<file path="src/rtl/quant_sched_pkg.sv">
package quant_sched_pkg;

  // Scheduler phases: pick from the current queue, wait on a wave,
  // or move pending work across a quant boundary.
  typedef enum logic [1:0] {
    QS_RUN  = 2'd0,
    QS_WAVE = 2'd1,
    QS_XFER = 2'd2
  } qs_state_e;

endpackage

</file>
<file path="src/rtl/qs_fifo.sv">
module qs_fifo #(
  parameter int W     = 10,
  parameter int DEPTH = 8
) (
  input  logic                       clk,
  input  logic                       rst,
  input  logic                       push,
  input  logic [W-1:0]               din,
  input  logic                       pop,
  output logic [W-1:0]               dout,
  output logic                       full,
  output logic [$clog2(DEPTH+1)-1:0] count
);
  localparam int AW = $clog2(DEPTH);
  localparam int CW = $clog2(DEPTH+1);

  logic [W-1:0]  mem [DEPTH];
  logic [AW-1:0] wr_ptr, rd_ptr;
  logic [CW-1:0] cnt;
  logic          do_push, do_pop;

  assign full    = (cnt == CW'(DEPTH));
  assign do_push = push && !full;
  assign do_pop  = pop && (cnt != '0);
  assign dout    = mem[rd_ptr];
  assign count   = cnt;

  // storage: no reset, single write port
  always_ff @(posedge clk) begin
    if (do_push) mem[wr_ptr] <= din;
  end

  always_ff @(posedge clk) begin
    if (rst) begin
      wr_ptr <= '0;
      rd_ptr <= '0;
      cnt    <= '0;
    end else begin
      if (do_push) wr_ptr <= wr_ptr + AW'(1);
      if (do_pop)  rd_ptr <= rd_ptr + AW'(1);
      case ({do_push, do_pop})
        2'b10:   cnt <= cnt + CW'(1);
        2'b01:   cnt <= cnt - CW'(1);
        default: cnt <= cnt;
      endcase
    end
  end
endmodule

</file>
<file path="src/rtl/qs_slots.sv">
module qs_slots #(
  parameter int W     = 10,
  parameter int SLOTS = 4,
  parameter int DLY_W = 3
) (
  input  logic             clk,
  input  logic             rst,
  input  logic             ins,
  input  logic [DLY_W-1:0] ins_dly,
  input  logic [W-1:0]     ins_eff,
  input  logic             tick,
  input  logic             take,
  output logic             full,
  output logic             busy,
  output logic             ready,
  output logic [W-1:0]     ready_eff
);
  localparam int IW = (SLOTS > 1) ? $clog2(SLOTS) : 1;

  logic [SLOTS-1:0] vld;
  logic [DLY_W-1:0] cnt [SLOTS];
  logic [W-1:0]     eff [SLOTS];
  logic [IW-1:0]    free_idx, rdy_idx;
  logic             has_free, has_rdy;

  // lowest free slot and lowest expired slot
  always_comb begin
    has_free = 1'b0;
    free_idx = '0;
    has_rdy  = 1'b0;
    rdy_idx  = '0;
    for (int i = SLOTS-1; i >= 0; i--) begin
      if (!vld[i]) begin
        has_free = 1'b1;
        free_idx = IW'(i);
      end
      if (vld[i] && cnt[i] == '0) begin
        has_rdy = 1'b1;
        rdy_idx = IW'(i);
      end
    end
  end

  for (genvar g = 0; g < SLOTS; g++) begin : g_slot
    logic             v;
    logic [DLY_W-1:0] c;
    logic [W-1:0]     e;

    always_ff @(posedge clk) begin
      if (rst) begin
        v <= 1'b0;
        c <= '0;
        e <= '0;
      end else if (take && has_rdy && rdy_idx == IW'(g)) begin
        v <= 1'b0;
      end else if (ins && has_free && free_idx == IW'(g)) begin
        v <= 1'b1;
        c <= ins_dly;
        e <= ins_eff;
      end else if (tick && v && c != '0) begin
        c <= c - DLY_W'(1);
      end
    end

    assign vld[g] = v;
    assign cnt[g] = c;
    assign eff[g] = e;
  end

  assign full      = &vld;
  assign busy      = |vld;
  assign ready     = has_rdy;
  assign ready_eff = eff[rdy_idx];
endmodule

</file>
<file path="src/rtl/qs_budget.sv">
module qs_budget #(
  parameter int ENT_W = 2,
  parameter int LIMIT = 2
) (
  input  logic             clk,
  input  logic             rst,
  input  logic             clr,
  input  logic             inc,
  input  logic [ENT_W-1:0] ent,
  output logic             under
);
  localparam int NE = 1 << ENT_W;
  localparam int BW = $clog2(LIMIT+1);

  logic [BW-1:0] cnts [NE];

  for (genvar g = 0; g < NE; g++) begin : g_ent
    logic [BW-1:0] c;
    always_ff @(posedge clk) begin
      if (rst || clr)
        c <= '0;
      else if (inc && ent == ENT_W'(g) && c != BW'(LIMIT))
        c <= c + BW'(1);
    end
    assign cnts[g] = c;
  end

  assign under = (cnts[ent] < BW'(LIMIT));
endmodule

</file>
<file path="src/rtl/quant_sched.sv">
module quant_sched
  import quant_sched_pkg::*;
#(
  parameter int ENT_W  = 2,
  parameter int DATA_W = 8,
  parameter int DEPTH  = 8,
  parameter int SLOTS  = 4,
  parameter int DLY_W  = 3,
  parameter int LIMIT  = 2
) (
  input  logic              clk,
  input  logic              rst,
  input  logic              ext_valid,
  input  logic [ENT_W-1:0]  ext_entity,
  input  logic [DATA_W-1:0] ext_data,
  input  logic              int_valid,
  input  logic [ENT_W-1:0]  int_entity,
  input  logic [DATA_W-1:0] int_data,
  input  logic [DLY_W-1:0]  int_delay,
  output logic              disp_valid,
  output logic [ENT_W-1:0]  disp_entity,
  output logic [DATA_W-1:0] disp_data,
  input  logic              wave_done,
  output logic              quant_start,
  output logic              overflow
);
  localparam int EFF_W = ENT_W + DATA_W;
  localparam int CW    = $clog2(DEPTH+1);

  qs_state_e st;

  logic [EFF_W-1:0] int_eff, cur_head, next_head, ext_head, slot_eff, cur_din, next_din;
  logic [CW-1:0]    cur_cnt, next_cnt, ext_cnt, ext_left;
  logic cur_full, next_full, ext_full, slot_full, slot_busy, slot_ready;
  logic cur_empty, next_empty, ext_empty, under;
  logic int_acc, int_to_cur, int_to_next, int_to_slot;
  logic run_dispatch, run_defer, run_end, pending;
  logic xf_next, xf_ext, xf_slot, xf_done, ovf_c;

  assign int_eff    = {int_entity, int_data};
  assign cur_empty  = (cur_cnt == '0);
  assign next_empty = (next_cnt == '0);
  assign ext_empty  = (ext_cnt == '0);

  // internal effects are taken only while a wave is outstanding
  assign int_acc     = (st == QS_WAVE) && int_valid;
  assign int_to_cur  = int_acc && (int_delay == '0);
  assign int_to_next = int_acc && (int_delay == DLY_W'(1));
  assign int_to_slot = int_acc && (int_delay > DLY_W'(1));

  // choosing from the current queue
  assign pending      = !next_empty || !ext_empty || slot_busy;
  assign run_dispatch = (st == QS_RUN) && !cur_empty && under;
  assign run_defer    = (st == QS_RUN) && !cur_empty && !under;
  assign run_end      = (st == QS_RUN) && cur_empty && pending;

  // boundary transfer: postponed first, then external snapshot, then expired delays
  assign xf_next = (st == QS_XFER) && !cur_full && !next_empty;
  assign xf_ext  = (st == QS_XFER) && !cur_full && next_empty &&
                   (ext_left != '0) && !ext_empty;
  assign xf_slot = (st == QS_XFER) && !cur_full && !xf_next && !xf_ext && slot_ready;
  assign xf_done = (st == QS_XFER) && !(xf_next || xf_ext || xf_slot);

  always_comb begin
    if (xf_next)      cur_din = next_head;
    else if (xf_ext)  cur_din = ext_head;
    else if (xf_slot) cur_din = slot_eff;
    else              cur_din = int_eff;
  end
  assign next_din = run_defer ? cur_head : int_eff;

  assign ovf_c = (ext_valid && ext_full) ||
                 (int_to_cur && cur_full) ||
                 (int_to_next && next_full) ||
                 (run_defer && next_full) ||
                 (int_to_slot && slot_full);

  qs_fifo #(.W(EFF_W), .DEPTH(DEPTH)) u_cur (
    .clk(clk), .rst(rst),
    .push(int_to_cur || xf_next || xf_ext || xf_slot), .din(cur_din),
    .pop(run_dispatch || run_defer), .dout(cur_head),
    .full(cur_full), .count(cur_cnt)
  );

  qs_fifo #(.W(EFF_W), .DEPTH(DEPTH)) u_next (
    .clk(clk), .rst(rst),
    .push(int_to_next || run_defer), .din(next_din),
    .pop(xf_next), .dout(next_head),
    .full(next_full), .count(next_cnt)
  );

  qs_fifo #(.W(EFF_W), .DEPTH(DEPTH)) u_ext (
    .clk(clk), .rst(rst),
    .push(ext_valid), .din({ext_entity, ext_data}),
    .pop(xf_ext), .dout(ext_head),
    .full(ext_full), .count(ext_cnt)
  );

  qs_slots #(.W(EFF_W), .SLOTS(SLOTS), .DLY_W(DLY_W)) u_slots (
    .clk(clk), .rst(rst),
    .ins(int_to_slot), .ins_dly(int_delay), .ins_eff(int_eff),
    .tick(run_end), .take(xf_slot),
    .full(slot_full), .busy(slot_busy),
    .ready(slot_ready), .ready_eff(slot_eff)
  );

  qs_budget #(.ENT_W(ENT_W), .LIMIT(LIMIT)) u_budget (
    .clk(clk), .rst(rst),
    .clr(run_end), .inc(run_dispatch),
    .ent(cur_head[EFF_W-1 -: ENT_W]), .under(under)
  );

  always_ff @(posedge clk) begin
    if (rst) begin
      st          <= QS_RUN;
      disp_valid  <= 1'b0;
      disp_entity <= '0;
      disp_data   <= '0;
      quant_start <= 1'b0;
      overflow    <= 1'b0;
      ext_left    <= '0;
    end else begin
      quant_start <= xf_done;
      overflow    <= ovf_c;
      case (st)
        QS_RUN: begin
          if (run_dispatch) begin
            st          <= QS_WAVE;
            disp_valid  <= 1'b1;
            disp_entity <= cur_head[EFF_W-1 -: ENT_W];
            disp_data   <= cur_head[DATA_W-1:0];
          end else if (run_end) begin
            st       <= QS_XFER;
            ext_left <= ext_cnt;
          end
        end
        QS_WAVE: begin
          if (wave_done) begin
            disp_valid <= 1'b0;
            st         <= QS_RUN;
          end
        end
        QS_XFER: begin
          if (xf_ext)  ext_left <= ext_left - CW'(1);
          if (xf_done) st <= QS_RUN;
        end
        default: st <= QS_RUN;
      endcase
    end
  end
endmodule

</file>
<file path="config.mk">
export PLATFORM = sky130hd
export DESIGN_NAME = quant_sched
export DESIGN_NICKNAME = d
export VERILOG_FILES = /design/src/rtl/quant_sched_pkg.sv /design/src/rtl/qs_fifo.sv /design/src/rtl/qs_slots.sv /design/src/rtl/qs_budget.sv /design/src/rtl/quant_sched.sv
export SDC_FILE = /design/constraint.sdc
export NUM_CORES = 1
export LEC_CHECK = 0
export ABC_CLOCK_PERIOD_IN_PS = 8900
export BUFFER_PORTS_ARGS = -buffer_cell sky130_fd_sc_hd__buf_2
export CAP_MARGIN = 15
export CORE_ASPECT_RATIO = 1.1
export CORE_MARGIN = 2
export CORE_UTILIZATION = 51
export CTS_BUF_LIST = sky130_fd_sc_hd__clkbuf_4 sky130_fd_sc_hd__clkbuf_8
export DETAILED_ROUTE_END_ITERATION = 8
export GPL_ROUTABILITY_DRIVEN = 0
export PLACE_DENSITY = 0.74
export SYNTH_ARGS = -nofsm -noshare
export SYNTH_HDL_FRONTEND = slang
export SYNTH_HIERARCHICAL = 1
export SYNTH_SLANG_ARGS = --single-unit
export TNS_END_PERCENT = 20
</file>
<file path="constraint.sdc">
create_clock -name clk -period 8.9 [get_ports clk]
set_clock_uncertainty 0.2 [all_clocks]
set_input_delay 0 -clock clk [delete_from_list [all_inputs] [get_ports clk]]
set_output_delay 0 -clock clk [all_outputs]
set_load 0.005 [all_outputs]
</file>
==> impl_results.md <==
* Outcome: finished clean
* Die Ht at around 190 um
* IO Port Bufs at 40
* Crit path max fanout at 20
* Core Util, Final at 0.5877
* CP bufs+invs at 1
* Setup TNS at 0 ps
* Drt first pass iters at 6
* Via density per instance at roughly 5.7
* Root Driver: clkbuf_8
* Worst hold path class: in2reg
* Clock network latency to the later pin of the worst-skew pair at 600 ps
* Largest net degree at the start of global routing at around 70
* Max VDD drop at around 190 uV
* Antenna Nets Post-Route at 0
* EDFF count, synth at 240
* Average wire per standard cell at roughly 20 um
* Core area at 0.03026 mm2
* Critical path cell sequence: mux4_2, mux2_2, mux4_1, inv_1, nor4_2, a41o_1, nand2_8, ha_1, xor2_1, ha_1, a21oi_1, xor2_1, or3_1, a21oi_1
* CTS buffer count at 56
* Initial antenna violation count at 1
* Syn Nets at 1192
* XOR/XNOR share of the synthesized area at 0.01608
* DPL Wire Length at 21790 um
* Leading area contributor after synthesis: edfxtp_1
* Clock sinks at between 300 and 400
* Synth Flop Type: edfxtp_1
* Mapped Area at approximately 0.016 mm2
* FF+latch area at 0.009649 mm2
* Filler instances at roughly 2300
* Post-synthesis cell count at approximately 1100
* RSZ-0062 raised after global routing: false
* Max Cap Viol at 0
* Clock Path Buffers at 3
* Commonest non-fill, non-tap cells in the layout: 240 x edfxtp_1, 137 x nand2_1, 122 x dfxtp_1, 82 x a21oi_1, 70 x nor2_1
* Compound-Gate Fraction of Synth Area at 0.06771
* CTS tree: built
* Final worst slack at 4357 ps
* Total track usage at 0.2102
* Routed vias at around 9600
* Max layer used: met4
* Mux share of post-synthesis cell area at 0.1390
* Clock slew at reported path FFs at approximately 60 ps
* Area of the multi-input gates at between 0.005 and 0.006 mm2
* Leakage at between 5 and 6 nW
* Fraction of registers with async set/reset at 0
* CP Launch Type: flop
* Post-route minimum period at roughly 4500 ps
* Max_slew headroom at 0.2210
* Hold Crit Depth at 2
* Routed wl met2 at roughly 17000 um
* Setup CP Type: reg2reg
* Yosys warns at 6
* #FFs+latches synth at ~360
* Post-synth top area share at 0.4632
* Total grt overflow at 0
* Nets at approximately 1300
* Post-synthesis adder-cell area fraction at 0.02252
* Syn-to-layout area delta at 14.31%
* Worst setup EP type: flop
* I/O pin count at 41
* CP required at between 9000 and 10000 ps
* Sequential area share after synthesis at 0.6202
* DRC viols at 0
* Worst path top cell family by delay: multiplexers
* FF-to-FF path depth at 14
* Pwr dens at between 150 and 200 mW/mm2
* Final setup violation count at 0
* DIE WIDTH at around 170 um
* Worst Max-Slew Pin Slew at around 1200 ps
* WL met1 at 13010 um
* Number of global-route vias before repair at just under 10000
* CTS HTree Levels at 2
* Site row count at 67
* Cell count along the critical path at 14
* Layout cells sized above 1 at 0.2246
* Library cells used by synthesis at 67
* Met3 WL at about 1900 um
* Pins Over Slew Limit at 0
* Synth area leaders: edfxtp_1 46%, dfxtp_1 16%, mux4_2 8.7%
* First-pass GRT wire length at ~52000 um
* Worst slack, placed at approximately 4400 ps
* Slowest cell on crit path: dfxtp_1
* Count of final hold-check violations at 0
* CP arrival at 4870 ps
* Syn_area_per_cell at approximately 14 um2
* Detailed router's first-iteration violation count at 817
* Largest family of logic cells by synthesized area: multiplexers
* Full die area at approximately 0.032 mm2
* Crit share post-route at 0.5105
* Commonest non-fill, non-tap cell in the layout: edfxtp_1
* Post-Route WL at 33170 um
* Post-Synth Simple-Gate Area at 0.1086
* CP peak stage delay at approximately 950 ps
* Post_cts resized at 0
* F_max at ~0.22 GHz
* Starting density of the core at 0.5141
## cell usage after synthesis, drive strengths merged (3+ instances only)
cell / count
mux2: 52
a221oi: 14
a211oi: 8
o2bb2ai: 10
buf: 30
o41a: 3
nor4: 6
o21ai: 20
or4b: 3
o22ai: 10
nand3b: 5
ha: 28
mux2i: 20
nand2: 143
nor2b: 6
and3: 5
a21oi: 85
nand4: 3
or3: 5
edfxtp: 240
a211o: 3
nor4bb: 3
nand3: 15
nor3: 27
nor2: 70
xor2: 20
or4: 3
xnor2: 6
inv: 25
a31oi: 3
clkbuf: 31
dfxtp: 122
mux4: 61
nor3b: 12
nand2b: 14
## metrics by stage
| step | instances | power, mW | hold WS, ps | area, um2 |
|---|---|---|---|---|
| 3_5_place_dp | 1550 | 2.015 | 67.18 | 16180 |
| 6_report | 1697 | 3.442 | 38.75 | 17790 |
| 2_1_floorplan | 1136 | 1.960 | -101.1 | 15560 |
| 5_1_grt | 1697 | 3.561 | 20.17 | 17790 |
| 3_3_place_gp | 1550 | 2.011 | 60.96 | 16180 |
| 4_1_cts | 1695 | 3.468 | 0.4053 | 17780 |
## report_power, final
part	switching, mW	total [mW]	internal (mW)
combinational	0.107	0.167	0.0607
clock	0.644	1.45	0.805
sequential	0.0131	1.83	1.81
total	0.763	3.44	2.68
## layer usage
layer	vias to the layer above	GRT usage
li1	4503	-
met1	4752	0.2558
met2	278	0.3767
met3	61	0.03851
met4	0	0.06575
met5	-	0
## path summary, 6_finish.rpt
path                startpoint         endpoint  slack, ps
hold reg to reg   disp_data[3]     disp_data[3]        250
setup / recovery          flop  u_next/count[2]       4360
setup reg to reg          flop  u_next/count[2]       4360
hold / removal     ext_data[1]  u_ext/mem[7][1]         40
## worst reg2reg max path, delay by kind of cell, from the launching register on
kind                     cells  cell delay [ps]
AO/OA/AOI/OAI                3              650
XOR/XNOR                     2              280
adder cells (fa/ha/maj)      2              480
buffers and inverters        1               60
flip-flops                   1              950
multiplexers                 3             1130
AND/OR/NAND/NOR              3              710
## cells by family after synthesis
kind of cell | count (synthesis)
AND/OR/NAND/NOR | 335
XOR/XNOR | 26
multiplexers | 133
AO/OA/AOI/OAI | 166
buffers and inverters | 86
adder cells (fa/ha/maj) | 28
flip-flops | 362
## registers in the layout, summed over array words and instances, names as in the netlist, 4 cells and up, named ones only
name,flops
u_slots/g_slot.v,4
u_cur/count,4
u_slots/g_slot.e,40
ext_left,4
u_ext/mem,80
disp_data,8
u_ext/count,4
u_next/mem,80
u_slots/g_slot.c,12
u_next/count,4
u_budget/g_ent.c,8
u_cur/mem,80
## final cells by class
class                           instances  share of cell area
Antenna cell                            1           0.0001407
Clock buffer                           69             0.04953
Clock inverter                         35             0.01724
Inverter                               25            0.005276
Multi-Input combinational cell        688              0.3124
Sequential cell                       362              0.5425
Tap cell                              414             0.02912
Timing Repair Buffer                  103             0.04376
## what timing repair did
action,in CTS,in global routing
endpoints found under the hold margin,365,0
setup endpoints to repair,0,0
hold buffers,41,0
buffers inserted,0,0
(Power assumes the default switching activity.)
